## src/rtl/rmon_pkg.sv

```systemverilog
package rmon_pkg;
   localparam int NUM_BINS   = 7;
   localparam int RX_FLAG_W  = 8;
   localparam int TX_FLAG_W  = 4;
   localparam int IDX_OCT_LO = 0;
   localparam int IDX_OCT_HI = 1;
   localparam int IDX_FRM_LO = 2;
   localparam int IDX_FRM_HI = 3;
   localparam int IDX_EV0    = 4;

   // lower and upper bound of histogram bin k (inclusive)
   function automatic logic [31:0] bin_lo(input int k);
      if (k == 0)      return 32'd64;
      else if (k == 1) return 32'd65;
      else if (k == 6) return 32'd1519;
      else             return 32'd64 << (k - 1);
   endfunction

   function automatic logic [31:0] bin_hi(input int k);
      if (k == 0)      return 32'd64;
      else if (k == 5) return 32'd1518;
      else if (k == 6) return 32'hFFFF_FFFF;
      else             return (32'd128 << (k - 1)) - 32'd1;
   endfunction
endpackage

```

## src/rtl/rmon_sat_ctr.sv

```systemverilog
module rmon_sat_ctr #(
   parameter int W     = 32,
   parameter int INC_W = 1
) (
   input  logic             clk,
   input  logic             rst_n,
   input  logic             clr,
   input  logic [INC_W-1:0] inc_val,
   output logic [W-1:0]     q
);
   logic [W-1:0] base;
   logic [W:0]   sum;
   logic [W-1:0] nxt;

   initial assert (W > INC_W) else $error("rmon_sat_ctr: W must exceed INC_W");

   always_comb begin
      base = clr ? '0 : q;
      sum  = {1'b0, base} + {{(W + 1 - INC_W){1'b0}}, inc_val};
      nxt  = sum[W] ? '1 : sum[W-1:0];
   end

   always_ff @(posedge clk or negedge rst_n) begin
      if (!rst_n) q <= '0;
      else        q <= nxt;
   end

   p_sat_hold_r9: assert property (@(posedge clk) disable iff (!rst_n)
      (q == '1) && !clr |=> q == '1);
   p_no_wrap_r9: assert property (@(posedge clk) disable iff (!rst_n)
      !clr |=> q >= $past(q));
   p_clear_r8: assert property (@(posedge clk) disable iff (!rst_n)
      clr |=> q == W'($past(inc_val)));
endmodule

```

## src/rtl/rmon_len_bins.sv

```systemverilog
module rmon_len_bins
   import rmon_pkg::*;
#(
   parameter int LEN_W = 16
) (
   input  logic [LEN_W-1:0]    len,
   output logic [NUM_BINS-1:0] bin_hit
);
   logic [31:0] len_ext;

   initial assert (LEN_W >= 11 && LEN_W <= 32) else $error("rmon_len_bins: LEN_W out of range");

   assign len_ext = 32'(len);

   for (genvar k = 0; k < NUM_BINS; k++) begin : g_bin
      assign bin_hit[k] = (len_ext >= bin_lo(k)) && (len_ext <= bin_hi(k));
   end

   always_comb begin
      p_bin_onehot_r6: assert ($onehot0(bin_hit));
      if (len_ext < 32'd64) p_short_nobin_r7: assert (bin_hit == '0);
   end
endmodule

```

## src/rtl/rmon_dir_bank.sv

```systemverilog
module rmon_dir_bank
   import rmon_pkg::*;
#(
   parameter int N_EV   = 15,
   parameter int LEN_W  = 16,
   parameter int WIDE_W = 45,
   parameter int CNT_W  = 32,
   parameter int IDX_W  = 6
) (
   input  logic             clk,
   input  logic             rst_n,
   input  logic             clr_all,
   input  logic             ev_valid,
   input  logic [LEN_W-1:0] ev_len,
   input  logic [N_EV-1:0]  ev_hit,
   input  logic             rd_en,
   input  logic [IDX_W-1:0] rd_idx,
   output logic [31:0]      rd_word
);
   localparam int SH_W = WIDE_W - 32;

   initial assert (WIDE_W > 32 && WIDE_W <= 64 && CNT_W <= 32 && IDX_EV0 + N_EV <= (1 << IDX_W))
      else $error("rmon_dir_bank: bad parameters");

   logic              rd_oct, rd_frm;
   logic [WIDE_W-1:0] oct_q, frm_q;
   logic [SH_W-1:0]   oct_sh, frm_sh;
   logic [LEN_W-1:0]  oct_inc;
   logic [CNT_W-1:0]  ev_q [N_EV];

   assign rd_oct  = rd_en && (rd_idx == IDX_W'(IDX_OCT_LO));
   assign rd_frm  = rd_en && (rd_idx == IDX_W'(IDX_FRM_LO));
   assign oct_inc = ev_valid ? ev_len : '0;

   rmon_sat_ctr #(.W(WIDE_W), .INC_W(LEN_W)) u_oct (
      .clk(clk), .rst_n(rst_n), .clr(clr_all | rd_oct), .inc_val(oct_inc), .q(oct_q));

   rmon_sat_ctr #(.W(WIDE_W), .INC_W(1)) u_frm (
      .clk(clk), .rst_n(rst_n), .clr(clr_all | rd_frm), .inc_val(ev_valid), .q(frm_q));

   for (genvar i = 0; i < N_EV; i++) begin : g_ev
      logic rd_me;
      assign rd_me = rd_en && (rd_idx == IDX_W'(IDX_EV0 + i));
      rmon_sat_ctr #(.W(CNT_W), .INC_W(1)) u_ctr (
         .clk(clk), .rst_n(rst_n), .clr(clr_all | rd_me),
         .inc_val(ev_valid & ev_hit[i]), .q(ev_q[i]));
   end

   // shadows of the upper bits, captured by the low-word read
   always_ff @(posedge clk or negedge rst_n) begin
      if (!rst_n) begin
         oct_sh <= '0;
         frm_sh <= '0;
      end else if (clr_all) begin
         oct_sh <= '0;
         frm_sh <= '0;
      end else begin
         if (rd_oct) oct_sh <= oct_q[WIDE_W-1:32];
         if (rd_frm) frm_sh <= frm_q[WIDE_W-1:32];
      end
   end

   always_comb begin
      rd_word = '0;
      if (rd_idx == IDX_W'(IDX_OCT_LO))      rd_word = oct_q[31:0];
      else if (rd_idx == IDX_W'(IDX_OCT_HI)) rd_word = 32'(oct_sh);
      else if (rd_idx == IDX_W'(IDX_FRM_LO)) rd_word = frm_q[31:0];
      else if (rd_idx == IDX_W'(IDX_FRM_HI)) rd_word = 32'(frm_sh);
      else begin
         for (int k = 0; k < N_EV; k++)
            if (rd_idx == IDX_W'(IDX_EV0 + k)) rd_word = 32'(ev_q[k]);
      end
   end

   p_shadow_hold_r2: assert property (@(posedge clk) disable iff (!rst_n)
      !rd_oct && !clr_all |=> $stable(oct_sh));
   p_shadow_take_r3: assert property (@(posedge clk) disable iff (!rst_n)
      rd_frm && !clr_all |=> frm_sh == $past(frm_q[WIDE_W-1:32]));
endmodule

```

## src/rtl/rmon_stats.sv

```systemverilog
module rmon_stats
   import rmon_pkg::*;
#(
   parameter int LEN_W  = 16,
   parameter int CNT_W  = 32,
   parameter int WIDE_W = 45,
   parameter int ADDR_W = 7
) (
   input  logic                 clk,
   input  logic                 rst_n,
   input  logic                 clr_stats,
   input  logic                 rx_valid,
   input  logic [LEN_W-1:0]     rx_len,
   input  logic [RX_FLAG_W-1:0] rx_flags,
   input  logic                 tx_valid,
   input  logic [LEN_W-1:0]     tx_len,
   input  logic [TX_FLAG_W-1:0] tx_flags,
   input  logic                 rd_en,
   input  logic [ADDR_W-1:0]    rd_addr,
   output logic [31:0]          rd_data
);
   localparam int IDX_W   = ADDR_W - 1;
   localparam int RX_N_EV = RX_FLAG_W + NUM_BINS;
   localparam int TX_N_EV = TX_FLAG_W + NUM_BINS;

   initial assert (ADDR_W >= 6) else $error("rmon_stats: ADDR_W too small");

   logic                rd_tx;
   logic [IDX_W-1:0]    rd_idx;
   logic [NUM_BINS-1:0] rx_bins, tx_bins;
   logic [31:0]         rx_word, tx_word;

   assign rd_tx  = rd_addr[ADDR_W-1];
   assign rd_idx = rd_addr[IDX_W-1:0];

   rmon_len_bins #(.LEN_W(LEN_W)) u_rx_bins (.len(rx_len), .bin_hit(rx_bins));
   rmon_len_bins #(.LEN_W(LEN_W)) u_tx_bins (.len(tx_len), .bin_hit(tx_bins));

   rmon_dir_bank #(.N_EV(RX_N_EV), .LEN_W(LEN_W), .WIDE_W(WIDE_W), .CNT_W(CNT_W), .IDX_W(IDX_W)) u_rx (
      .clk(clk), .rst_n(rst_n), .clr_all(clr_stats),
      .ev_valid(rx_valid), .ev_len(rx_len), .ev_hit({rx_bins, rx_flags}),
      .rd_en(rd_en && !rd_tx), .rd_idx(rd_idx), .rd_word(rx_word));

   rmon_dir_bank #(.N_EV(TX_N_EV), .LEN_W(LEN_W), .WIDE_W(WIDE_W), .CNT_W(CNT_W), .IDX_W(IDX_W)) u_tx (
      .clk(clk), .rst_n(rst_n), .clr_all(clr_stats),
      .ev_valid(tx_valid), .ev_len(tx_len), .ev_hit({tx_bins, tx_flags}),
      .rd_en(rd_en && rd_tx), .rd_idx(rd_idx), .rd_word(tx_word));

   always_ff @(posedge clk or negedge rst_n) begin
      if (!rst_n)     rd_data <= '0;
      else if (rd_en) rd_data <= rd_tx ? tx_word : rx_word;
   end

   p_rd_hold_r12: assert property (@(posedge clk) disable iff (!rst_n)
      !rd_en |=> $stable(rd_data));
endmodule

```

## config.mk

```make
export PLATFORM = sky130hd
export DESIGN_NAME = rmon_stats
export DESIGN_NICKNAME = d
export VERILOG_FILES = /design/src/rtl/rmon_pkg.sv /design/src/rtl/rmon_sat_ctr.sv /design/src/rtl/rmon_len_bins.sv /design/src/rtl/rmon_dir_bank.sv /design/src/rtl/rmon_stats.sv
export SDC_FILE = /design/constraint.sdc
export NUM_CORES = 2
export LEC_CHECK = 0
export BUFFER_PORTS_ARGS = -buffer_cell sky130_fd_sc_hd__buf_2
export CELL_PAD_IN_SITES_DETAIL_PLACEMENT = 0
export CELL_PAD_IN_SITES_GLOBAL_PLACEMENT = 1
export CORE_UTILIZATION = 35
export DETAILED_ROUTE_END_ITERATION = 10
export GPL_TIMING_DRIVEN = 0
export PLACE_DENSITY_LB_ADDON = 0.1
export SLEW_MARGIN = 20
export SYNTH_ARGS = -nofsm -noshare
export SYNTH_HDL_FRONTEND = slang
export SYNTH_SLANG_ARGS = --single-unit
```

## constraint.sdc

```tcl
create_clock -name clk -period 4.3 [get_ports clk]
set_clock_uncertainty 0.1 [all_clocks]
set_input_delay 0.43 -clock clk [delete_from_list [all_inputs] [get_ports clk]]
set_output_delay 0.43 -clock clk [all_outputs]
set_load 0.02 [all_outputs]
```

==> qor.csv <==
stage,metric,value,unit
worst_setup_path,critical path peak fanout,10,
synthesis,sequential area share after synthesis,43.5,%
synthesis,Post-synth EDFFs,0,
power,Seq pwr share,43.0,%
route,Routed WL per cell,31.0,um
die,CORE AREA,179000,um2
clocking,Skew-Pair Late Insertion Delay,0.81,ns
clocking,"CTS clk-pin slew, worst paths",0.06,ns
synthesis,Synth area leader,dfrtp_1,
worst_setup_path,reg2reg start,u_tx.g_ev[2].u_ctr.q[5],
worst_setup_path,r2r setup slk,0.56,ns
outcome,failing checks,negative setup slack,
sta,clock period minus worst slack,4.49,ns
synthesis,Synth Area per Inst,8.94,um2
power,Psw,6.51,mW
worst_setup_path,WP data required,4.83,ns
synthesis,Yosys cell types,99,
power,Pleak,31.4,nW
route,Antenna Violating Nets Remaining,0,
layout,Final Cell Area,72700,um2
die,Chip Width,426,um
worst_hold_path,Worst Hold End,u_rx.g_ev[5].u_ctr.q[0],
clocking,TritonCTS clock tree,built,
global_route,initial antenna violation count,20,
synthesis,area share of the largest cell type after synthesis,43.5,%
layout,Nets,7487,
die,die area,182000,um2
placement,pre-CTS setup slack,-2.65,ns
die,num ports,89,
synthesis,top post-synthesis cells by count,"1096 x dfrtp_1, 1037 x nand2_1, 719 x o21ai_0",
placement,placed wire-length estimate,233,mm
sta,f_max,0.222,GHz
route,DRC viols,0,
global_route,GRT Resource Usage Total,32.9,%
synthesis,asr flop ratio synth,100,%
clocking,clock sink total,1096,
sta,Final Hold Fails,0,
sta,Final Max Slew Viols,0,
worst_setup_path,CP Launch Type,primary input,
layout,area grow syn2layout,15.3,%
synthesis,Most used DFF post-synth,dfrtp_1,
worst_hold_path,hold crit path type,primary input to flop,
synthesis,Synth Cell Area,63000,um2
route,Routed WL,304,mm
worst_hold_path,hold_sp,rx_flags[5],
outcome,status,"finished, violations left",
worst_setup_path,worst endpoint data arrival time,5.02,ns
sta,final worst slack,-0.194,ns
worst_setup_path,worst r2r path cells,6,
worst_setup_path,Setup CP Type,primary input to flop,
layout,fraction of layout cells with a size suffix above 1,9.09,%
power,Logic pwr share,6.4,%
global_route,GRT Residual Overflow,0,
global_route,vias in the first global route,54800,
worst_setup_path,reg-to-reg endpoint,rd_data[5],
worst_setup_path,Critical Path End Type,flop,
power,Power Density,344,nW/um2
die,num rows,155,
clocking,htree depth,4,
sta,Worst Tran Pin Value,1.28,ns
clocking,CTS max path bufs,3,
worst_hold_path,Worst Hold Path Cells,4,
sta,crit share post-route,105,%
clocking,TritonCTS buffer count,142,
power,power share of the clock group,50.6,%
sta,Max-slew headroom,13.8,%
route,vias per cell,6.01,
synthesis,top post-synthesis cells by area,"dfrtp_1 44%, xor2_1 6.6%, nand2_1 6.2%",
power,Internal,18.5,mW
placement,"Cell Area, Placed",66900,um2
synthesis,most frequent cell after synthesis,dfrtp_1,
power,Max IR drop VDD,337,uV
synthesis,cells after synthesis,7049,
synthesis,Yosys reg bits,1096,
sta,final setup vio count,6,
placement,PortBufs,87,
clocking,CTS root buf,clkbuf_16,
placement,gpl congestion,0.980,
global_route,global-route wire length before repair,427,mm
route,total number of vias,59000,
die,die height,426,um
synthesis,Post-Synthesis Net Count,7196,
die,Starting Density,35.3,%
job,max_cap viols,0,
route,drt first pass iters,8,
power,Tot Pwr,25.0,mW
route,1st-iter DRT viols,7261,
synthesis,Ys Warns,0,
global_route,largest net degree at the start of global routing,128,
power,Switching Share,26.0,%
## stage by stage
step,hold slack (ns),instances,util [%],TNS (ns)
2_1_floorplan,0.0344,7049,-,0
4_1_cts,0.0151,9780,40.4,-0.00446
3_3_place_gp,0.390,9491,37.2,-
6_report,0.0331,9812,40.7,-0.710
3_5_place_dp,0.319,9510,37.4,-1222.31
5_1_grt,0.0242,9805,40.7,-0.00882
## worst max path at each step
stage	from	end	slack, ns	depth (start not counted)
finish	rd_addr[3]	rd_data[5]	-0.19	13
global route	rd_addr[1]	u_rx.u_oct.q[28]	-0.008	19
CTS	rd_addr[6]	u_rx.g_ev[14].u_ctr.q[31]	-0.003	17
detailed placement	rd_addr[6]	u_rx.u_frm.q[26]	-2.65	17
global placement	rst_n	u_tx.u_oct.q[12]	-24.11	1
floorplan	rd_addr[1]	u_rx.u_oct.q[39]	0.009	16
## state kept, by name, indices dropped and copies added, names as in the netlist, 32 cells and up
signal	flops
u_rx.g_ev.u_ctr.q	480
u_tx.g_ev.u_ctr.q	352
u_rx.u_frm.q	45
u_rx.u_oct.q	45
u_tx.u_frm.q	45
u_tx.u_oct.q	45
rd_data	32
## final cells by class
| type | instances | area (um2) |
|---|---|---|
| plain buffers | 387 | 1790 |
| clock inverters | 32 | 399 |
| inverters | 94 | 353 |
| diodes | 9 | 22.5 |
| repair buffers | 149 | 1150 |
| multi-input cells | 5470 | 34100 |
| fillers | 18100 | 106000 |
| well taps | 2355 | 2950 |
| flip-flops and latches | 1096 | 27400 |
| clock buffers | 220 | 4470 |
## what timing repair did
action / in CTS / in global routing
pin swaps: 6 / 13
hold buffers: 11 / 0
buffers inserted: 9 / 23
gates resized for setup: 72 / 84
endpoints found under the setup margin: 829 / 701
hold endpoints to repair: 125 / 0
## placed cells by master, fill, tap and decap left out, types with 81 or more instances in the layout
| master | netlist | layout |
|---|---|---|
| xnor2_1 | 380 | 380 |
| nand3_1 | 397 | 397 |
| nor2_1 | 409 | 402 |
| clkbuf_16 | 0 | 151 |
| nand4_1 | 210 | 210 |
| a22oi_1 | 117 | 117 |
| inv_1 | 93 | 93 |
| ha_1 | 88 | 88 |
| dfrtp_1 | 1096 | 1096 |
| a21oi_1 | 154 | 145 |
| a222oi_1 | 110 | 110 |
| and3_1 | 218 | 218 |
| nor3_1 | 136 | 130 |
| nand2_1 | 1037 | 1035 |
| clkbuf_1 | 258 | 243 |
| o21ai_0 | 719 | 712 |
| and2_1 | 172 | 171 |
| nand2b_1 | 81 | 81 |
| xor2_1 | 474 | 474 |
| buf_2 | 100 | 178 |
## per-layer routing
metal  global-route usage [%]  wire length, um
met2                     47.5           128000
met4                     13.2            13800
met5                        0                0
met1                     48.5           138000
met3                     5.38            23600
## logic make-up after synthesis
logic type / share of synthesized area, %
simple gates: 23.7
compound gates: 15.3
flops: 43.5
xor+xnor: 11.9
buf+inv: 3.21
fa+ha+maj: 1.81
mux: 0.604
## power groups by stage
stage / Clock, mW / Combinational (mW) / Sequential, mW
after CTS: 12.8 / 1.57 / 10.7
after global routing: 13.2 / 1.72 / 10.7
after global placement: 0 / 1.49 / 10.9
after detailed placement: 0 / 1.53 / 10.9
after floorplan: 0 / 0.730 / 10.7
final: 12.6 / 1.60 / 10.7
## worst max-delay path: stages
cell and delay, ns:
buf_2 0.12, buf_4 0.18, nand2b_1 0.12, buf_4 0.26, nor2_1 0.22, buf_2 0.29, clkbuf_1 0.40, a222oi_1 0.90
nand3_1 0.32, a22oi_1 0.51, a31oi_1 0.26, o221ai_1 0.80, o211ai_1 0.19
Power figures use the tool's default switching activity.
